`src/rtl/pf_pkg.sv`:
```
package pf_pkg;
  typedef enum logic [1:0] {
    MODE_SLAVE    = 2'd0,
    MODE_MASTER   = 2'd1,
    MODE_REPEATER = 2'd2,
    MODE_RSVD     = 2'd3
  } mode_e;

  typedef enum logic [2:0] {
    RX_IDLE, RX_SIG, RX_HOLD, RX_STAY, RX_REL
  } rx_state_e;

  // counter width for a delay in ticks, never below 8 bits
  function automatic int unsigned cnt_width(int unsigned max_val);
    int unsigned w;
    w = $clog2(max_val + 1);
    return (w < 8) ? 8 : w;
  endfunction
endpackage

```
`src/rtl/us_tick.sv`:
```
module us_tick #(
  parameter int unsigned CLK_PER_US = 16
) (
  input  logic clk_i,
  input  logic rst_ni,
  output logic tick_o
);
  localparam int unsigned CW = (CLK_PER_US > 1) ? $clog2(CLK_PER_US) : 1;
  localparam logic [CW-1:0] LAST = CW'(CLK_PER_US - 1);

  logic [CW-1:0] cnt_q;

  always_ff @(posedge clk_i or negedge rst_ni) begin
    if (!rst_ni)            cnt_q <= '0;
    else if (cnt_q == LAST) cnt_q <= '0;
    else                    cnt_q <= cnt_q + 1'b1;
  end

  assign tick_o = (cnt_q == LAST);
endmodule

```
`src/rtl/level_filter.sv`:
```
// Output follows the input once it has differed for RISE_US (to 1) or FALL_US (to 0) ticks.
module level_filter #(
  parameter int unsigned RISE_US = 6,
  parameter int unsigned FALL_US = 6
) (
  input  logic clk_i,
  input  logic rst_ni,
  input  logic clr_i,
  input  logic tick_i,
  input  logic in_i,
  output logic out_o
);
  localparam int unsigned MAXD = (RISE_US > FALL_US) ? RISE_US : FALL_US;
  localparam int unsigned CW   = pf_pkg::cnt_width(MAXD);
  localparam logic [CW-1:0] RISE_LAST = CW'(RISE_US - 1);
  localparam logic [CW-1:0] FALL_LAST = CW'(FALL_US - 1);

  logic [CW-1:0] cnt_q;
  logic [CW-1:0] limit;

  assign limit = out_o ? FALL_LAST : RISE_LAST;

  always_ff @(posedge clk_i or negedge rst_ni) begin
    if (!rst_ni) begin
      out_o <= 1'b0;
      cnt_q <= '0;
    end else if (clr_i) begin
      out_o <= 1'b0;
      cnt_q <= '0;
    end else if (in_i == out_o) begin
      cnt_q <= '0;
    end else if (tick_i) begin
      if (cnt_q == limit) begin
        out_o <= in_i;
        cnt_q <= '0;
      end else begin
        cnt_q <= cnt_q + 1'b1;
      end
    end
  end
endmodule

```
`src/rtl/rx_override_fsm.sv`:
```
module rx_override_fsm #(
  parameter int unsigned ON_US   = 64,
  parameter int unsigned EXT_US  = 64,
  parameter int unsigned HOLD_US = 128,
  parameter int unsigned REL_US  = 15
) (
  input  logic clk_i,
  input  logic rst_ni,
  input  logic en_i,
  input  logic tick_i,
  input  logic cond_i,
  output logic force_o
);
  import pf_pkg::*;

  localparam int unsigned M1   = (ON_US > EXT_US) ? ON_US : EXT_US;
  localparam int unsigned M2   = (HOLD_US > REL_US) ? HOLD_US : REL_US;
  localparam int unsigned MAXD = (M1 > M2) ? M1 : M2;
  localparam int unsigned CW   = cnt_width(MAXD);
  localparam logic [CW-1:0] ON_LAST   = CW'(ON_US - 1);
  localparam logic [CW-1:0] EXT_LAST  = CW'(EXT_US - 1);
  localparam logic [CW-1:0] HOLD_LAST = CW'(HOLD_US - 1);
  localparam logic [CW-1:0] REL_LAST  = CW'(REL_US - 1);

  rx_state_e     state_q;
  logic [CW-1:0] cnt_q;

  always_ff @(posedge clk_i or negedge rst_ni) begin
    if (!rst_ni) begin
      state_q <= RX_IDLE;
      cnt_q   <= '0;
    end else if (!en_i) begin
      state_q <= RX_IDLE;
      cnt_q   <= '0;
    end else begin
      unique case (state_q)
        RX_IDLE: begin
          if (!cond_i) cnt_q <= '0;
          else if (tick_i) begin
            if (cnt_q == ON_LAST) begin
              state_q <= RX_SIG;
              cnt_q   <= '0;
            end else cnt_q <= cnt_q + 1'b1;
          end
        end
        RX_SIG: begin
          // early end: drop straight back, no hold
          if (!cond_i) begin
            state_q <= RX_IDLE;
            cnt_q   <= '0;
          end else if (tick_i) begin
            if (cnt_q == EXT_LAST) begin
              state_q <= RX_HOLD;
              cnt_q   <= '0;
            end else cnt_q <= cnt_q + 1'b1;
          end
        end
        RX_HOLD: begin
          if (tick_i) begin
            if (cnt_q == HOLD_LAST) begin
              state_q <= RX_STAY;
              cnt_q   <= '0;
            end else cnt_q <= cnt_q + 1'b1;
          end
        end
        RX_STAY: begin
          if (!cond_i) begin
            state_q <= RX_REL;
            cnt_q   <= '0;
          end
        end
        RX_REL: begin
          if (cond_i) begin
            state_q <= RX_STAY;
            cnt_q   <= '0;
          end else if (tick_i) begin
            if (cnt_q == REL_LAST) begin
              state_q <= RX_IDLE;
              cnt_q   <= '0;
            end else cnt_q <= cnt_q + 1'b1;
          end
        end
        default: begin
          state_q <= RX_IDLE;
          cnt_q   <= '0;
        end
      endcase
    end
  end

  assign force_o = ((state_q == RX_SIG) && cond_i) || (state_q == RX_HOLD) ||
                   (state_q == RX_STAY) || (state_q == RX_REL);
endmodule

```
`src/rtl/pwr_fail_filter.sv`:
```
module pwr_fail_filter #(
  parameter int unsigned CLK_PER_US  = 16,
  parameter int unsigned SYNC_STAGES = 2,
  parameter int unsigned GLITCH_US   = 6,
  parameter int unsigned PF_ON_US    = 64,
  parameter int unsigned PF_OFF_US   = 5,
  parameter int unsigned RX_ON_US    = 64,
  parameter int unsigned RX_EXT_US   = 64,
  parameter int unsigned RX_HOLD_US  = 128,
  parameter int unsigned RX_REL_US   = 15
) (
  input  logic       clk_i,
  input  logic       rst_ni,
  input  logic [1:0] mode_i,
  input  logic       cmp_i,
  input  logic       rx_data_i,
  output logic       pf_o,
  output logic       rx_data_o
);
  import pf_pkg::*;

  logic [SYNC_STAGES-1:0] sync_q;
  logic tick;
  logic pf_en, master, clr;
  logic cond, pf_q, rx_force;

  assign pf_en  = (mode_e'(mode_i) == MODE_MASTER) || (mode_e'(mode_i) == MODE_REPEATER);
  assign master = (mode_e'(mode_i) == MODE_MASTER);
  assign clr    = !pf_en;

  always_ff @(posedge clk_i or negedge rst_ni) begin
    if (!rst_ni) sync_q <= '0;
    else         sync_q <= {sync_q[SYNC_STAGES-2:0], cmp_i};
  end

  us_tick #(.CLK_PER_US(CLK_PER_US)) u_tick (
    .clk_i (clk_i),
    .rst_ni(rst_ni),
    .tick_o(tick)
  );

  level_filter #(.RISE_US(GLITCH_US), .FALL_US(GLITCH_US)) u_deglitch (
    .clk_i (clk_i),
    .rst_ni(rst_ni),
    .clr_i (clr),
    .tick_i(tick),
    .in_i  (sync_q[SYNC_STAGES-1]),
    .out_o (cond)
  );

  level_filter #(.RISE_US(PF_ON_US), .FALL_US(PF_OFF_US)) u_asym (
    .clk_i (clk_i),
    .rst_ni(rst_ni),
    .clr_i (clr),
    .tick_i(tick),
    .in_i  (cond),
    .out_o (pf_q)
  );

  rx_override_fsm #(
    .ON_US  (RX_ON_US),
    .EXT_US (RX_EXT_US),
    .HOLD_US(RX_HOLD_US),
    .REL_US (RX_REL_US)
  ) u_rx (
    .clk_i  (clk_i),
    .rst_ni (rst_ni),
    .en_i   (master),
    .tick_i (tick),
    .cond_i (cond),
    .force_o(rx_force)
  );

  assign pf_o      = pf_q & pf_en;
  assign rx_data_o = (master & rx_force) | rx_data_i;

endmodule

```
`config.mk`:
```
export PLATFORM = sky130hd
export DESIGN_NAME = pwr_fail_filter
export DESIGN_NICKNAME = d
export VERILOG_FILES = /design/src/rtl/pf_pkg.sv /design/src/rtl/us_tick.sv /design/src/rtl/level_filter.sv /design/src/rtl/rx_override_fsm.sv /design/src/rtl/pwr_fail_filter.sv
export SDC_FILE = /design/constraint.sdc
export NUM_CORES = 1
export LEC_CHECK = 0
export BUFFER_PORTS_ARGS = -buffer_cell sky130_fd_sc_hd__buf_2
export CAP_MARGIN = 20
export CORE_UTILIZATION = 40
export DETAILED_ROUTE_END_ITERATION = 10
export MAX_ROUTING_LAYER = met4
export PLACE_DENSITY = 0.63
export SYNTH_ARGS = -nofsm -noshare
export SYNTH_HDL_FRONTEND = slang
export SYNTH_SLANG_ARGS = --single-unit
```
`constraint.sdc`:
```
create_clock -name clk_i -period 4.87 [get_ports clk_i]
set_clock_uncertainty 0.2 [all_clocks]
set_input_delay 0.2435 -clock clk_i [delete_from_list [all_inputs] [get_ports clk_i]]
set_output_delay 0.2435 -clock clk_i [all_outputs]
set_load 0.01 [all_outputs]
```
==> metrics.txt <==
fill count=approximately 440; max-slew violations=0; root buffer cell=clkbuf_8; DP Cell Count=just under 300; clock share of power=0.430; mux cell area share after synthesis=0.0157; DRT iter0 DRCs=around 140; ys flop type=dfrtp_1; fmax=about 0.42 GHz; reg-to-reg slack, setup=approximately 2.5 ns; VDD IR-drop max=0.000172 V; Power Density=about 280 mW/mm^2; die span in y=roughly 74 um; nets=245; Syn-to-layout area delta=10.7%; Mapped Area=about 0.0021 sq mm; synth warn=0; switching pwr=around 0.16 mW; # IOs=8; simple-gate share of the synthesized area=0.259; num rows=25; Finished Core Util=0.475; Finished Layout Cells=300; top area cells in the synthesized netlist=dfrtp_1 (42%), xor2_1 (5.1%), nor2_1 (4.5%); cell count after synthesis=about 220; Post-Route WL=between 4000 and 5000 um; Design Power=between 0.6 and 0.7 mW; arrival time at the worst endpoint=2.35 ns; combinational share of power=0.093; Mean Syn Cell Area=9.36 sq um; Static Leak=around 1 nW; GP Congestion=0.808; largest net degree at the start of global routing=36; initial antenna violation count=0; Internal Pwr Total=0.482 mW; setup tns final=0 ns; period utilisation layout=0.484; Final min period=approximately 2.4 ns; Compound-Gate Fraction of Synth Area=0.176; number of diodes=0; Slew headroom=0.469; Max FO, Critical Path=7; clk buf depth=2; H-tree levels=2; status=complete, no violations; DP HPWL=about 2900 um; final hold vios=0; share of cells above drive strength 1=0.120; top post-synthesis cells by count=dfrtp_1 (35), nor2_1 (25), nand2_1 (23), o21ai_0 (17); RSZ-0062 raised after global routing=no; crit path capture type=register; DRC Markers=0; # resized after CTS=0; Tot GR Track Use=0.182; Yosys cell types=51; CTS tree=done; final setup violation count=0; total core area=about 0.0048 sq mm; number of buffers created by CTS=5; Worst Setup Start Kind=register; Die Area=~0.0055 sq mm; Worst Setup SP=u_tick.cnt_q[0]; class of the worst hold path=reg -> reg; Clk Latency, worst-skew pair=0.29 ns; first-pass GRT wire length=approximately 7400 um; cts-stage hold buffer count=2; async set-or-reset flop fraction in the synthesized netlist=1.00; vias in the first global route=1585; Critical Path RT=between 4 and 5 ns; Yosys reg bits=35; Crit Reg-Reg Endpoint=u_rx.cnt_q[7]; Critical-path top delay cell=dfrtp_1; main combinational cell family by area after synthesis=simple AND/OR/NAND/NOR gates; Synthesized Nets=approximately 240; worst reg-to-reg path cell count=6; post-synthesis adder-cell area fraction=0.0421; CTS Sinks=35; Final ANT Viol Nets=0; Initial Utilization=0.429; xor and xnor area share after synthesis=0.0548; drt first pass iters=6; routed len/inst=13.5 um; Avg Vias per Cell=5.49; Post-CTS Setup Inserts=0; Yosys top cell by area=dfrtp_1; number of enable flip-flop cells after synthesis=0; via count=about 1600; max cap viols=0; most common cell in the netlist=dfrtp_1; Hold Crit Depth=0; sw frac=0.249; Synth top area share=0.421; r2r startpoint=u_tick.cnt_q[0]; crit path kind=reg -> reg; Seq pwr share=0.477; worst slew pin tran=approximately 0.8 ns; register area share after synthesis=0.421; Critical Path Max Stage Delay=0.39 ns; worst setup path end=u_rx.cnt_q[7]; crit-path cells=ha_1, and3_1, nor3_1, o31a_1, or2_4, o311ai_4; grt ovf=0; # port buffers=7; Reg clk slew, reported paths=0.07 ns; Die W=74.1 um
[power by group through the flow]
| stage | Clock, mW | Sequential [mW] | Combinational (mW) |
|---|---|---|---|
| 6_report | 0.276 | 0.306 | 0.0596 |
| 3_5_place_dp | 0 | 0.312 | 0.0585 |
| 5_1_grt | 0.296 | 0.308 | 0.0690 |
| 3_3_place_gp | 0 | 0.311 | 0.0585 |
| 4_1_cts | 0.283 | 0.306 | 0.0599 |
| 2_1_floorplan | 0 | 0.305 | 0.0460 |
[kinds of logic after synthesis]
kind of cell,Yosys count
flops,35
mux,3
simple gates,101
compound gates,49
buf+inv,14
xor+xnor,13
fa+ha+maj,7
[state kept, by name, indices dropped and copies added (netlist names)]
name              count
u_tick.cnt_q          4
u_rx.cnt_q            8
sync_q                2
u_deglitch.cnt_q      8
u_rx.state_q          3
u_asym.out_o          1
u_deglitch.out_o      1
u_asym.cnt_q          8
[cells in the final DEF, fill, tap and decap left out, types with 2 or more instances in the layout]
cell and instances:
a211oi_2 2, a21oi_1 5, a22o_1 5, a2bb2oi_1 2
a31oi_1 2, and3_1 5, buf_2 7, clkbuf_8 6
dfrtp_1 35, dlygate4sd3_1 2, ha_1 7, inv_1 8
mux2_2 2, nand2_1 23, nand2b_1 4, nand3_1 12
nand4_1 6, nor2_1 25, nor2b_1 5, nor3_1 4
nor4_1 3, o21a_1 2, o21ai_0 17, o31ai_1 3
o31ai_2 2, xor2_1 12
[layer usage]
layer  global-route usage  wire (um)  vias to the layer above
met4               0.0598         54                        0
met1                0.259       2080                      780
met5                    -          0                        -
met2                0.254       1770                       30
li1                     -          -                      831
met3               0.0407        158                        6
[how the worst min path moves through the flow]
| stage | start | endpoint |
|---|---|---|
| final | sync_q[0] | sync_q[1] |
| after global routing | sync_q[0] | sync_q[1] |
| after CTS | sync_q[0] | sync_q[1] |
| after detailed placement | sync_q[0] | sync_q[1] |
| after global placement | sync_q[0] | sync_q[1] |
| after floorplan | rst_ni | sync_q[0] |
[per-stage QoR]
step	hold slack, ns	instance area (sq um)	setup WS [ns]
floorplan	-0.252	2080	2.75
finish	0.151	2300	2.51
global route	0.170	2300	2.35
CTS	0.154	2300	2.51
global placement	0.133	2160	2.60
detailed placement	0.136	2160	2.53
[final cells by class]
class / instances / area, sq um / area share
Timing Repair Buffer: 9 / 55.1 / 0.0239
Clock inverter: 2 / 35.0 / 0.0152
Multi-Input combinational cell: 173 / 1140 / 0.495
Sequential cell: 35 / 876 / 0.381
Tap cell: 67 / 83.8 / 0.0364
Clock buffer: 6 / 82.6 / 0.0359
Inverter: 8 / 30.0 / 0.0131
[worst max-delay path, delay by kind of cell, from the launching register on]
family                   cells  cell delay [ns]
AND/OR/NAND/NOR              3             0.78
AO/OA/AOI/OAI                2             0.63
flip-flops                   1             0.39
adder cells (fa/ha/maj)      1             0.27
Power figures use the tool's default switching activity.
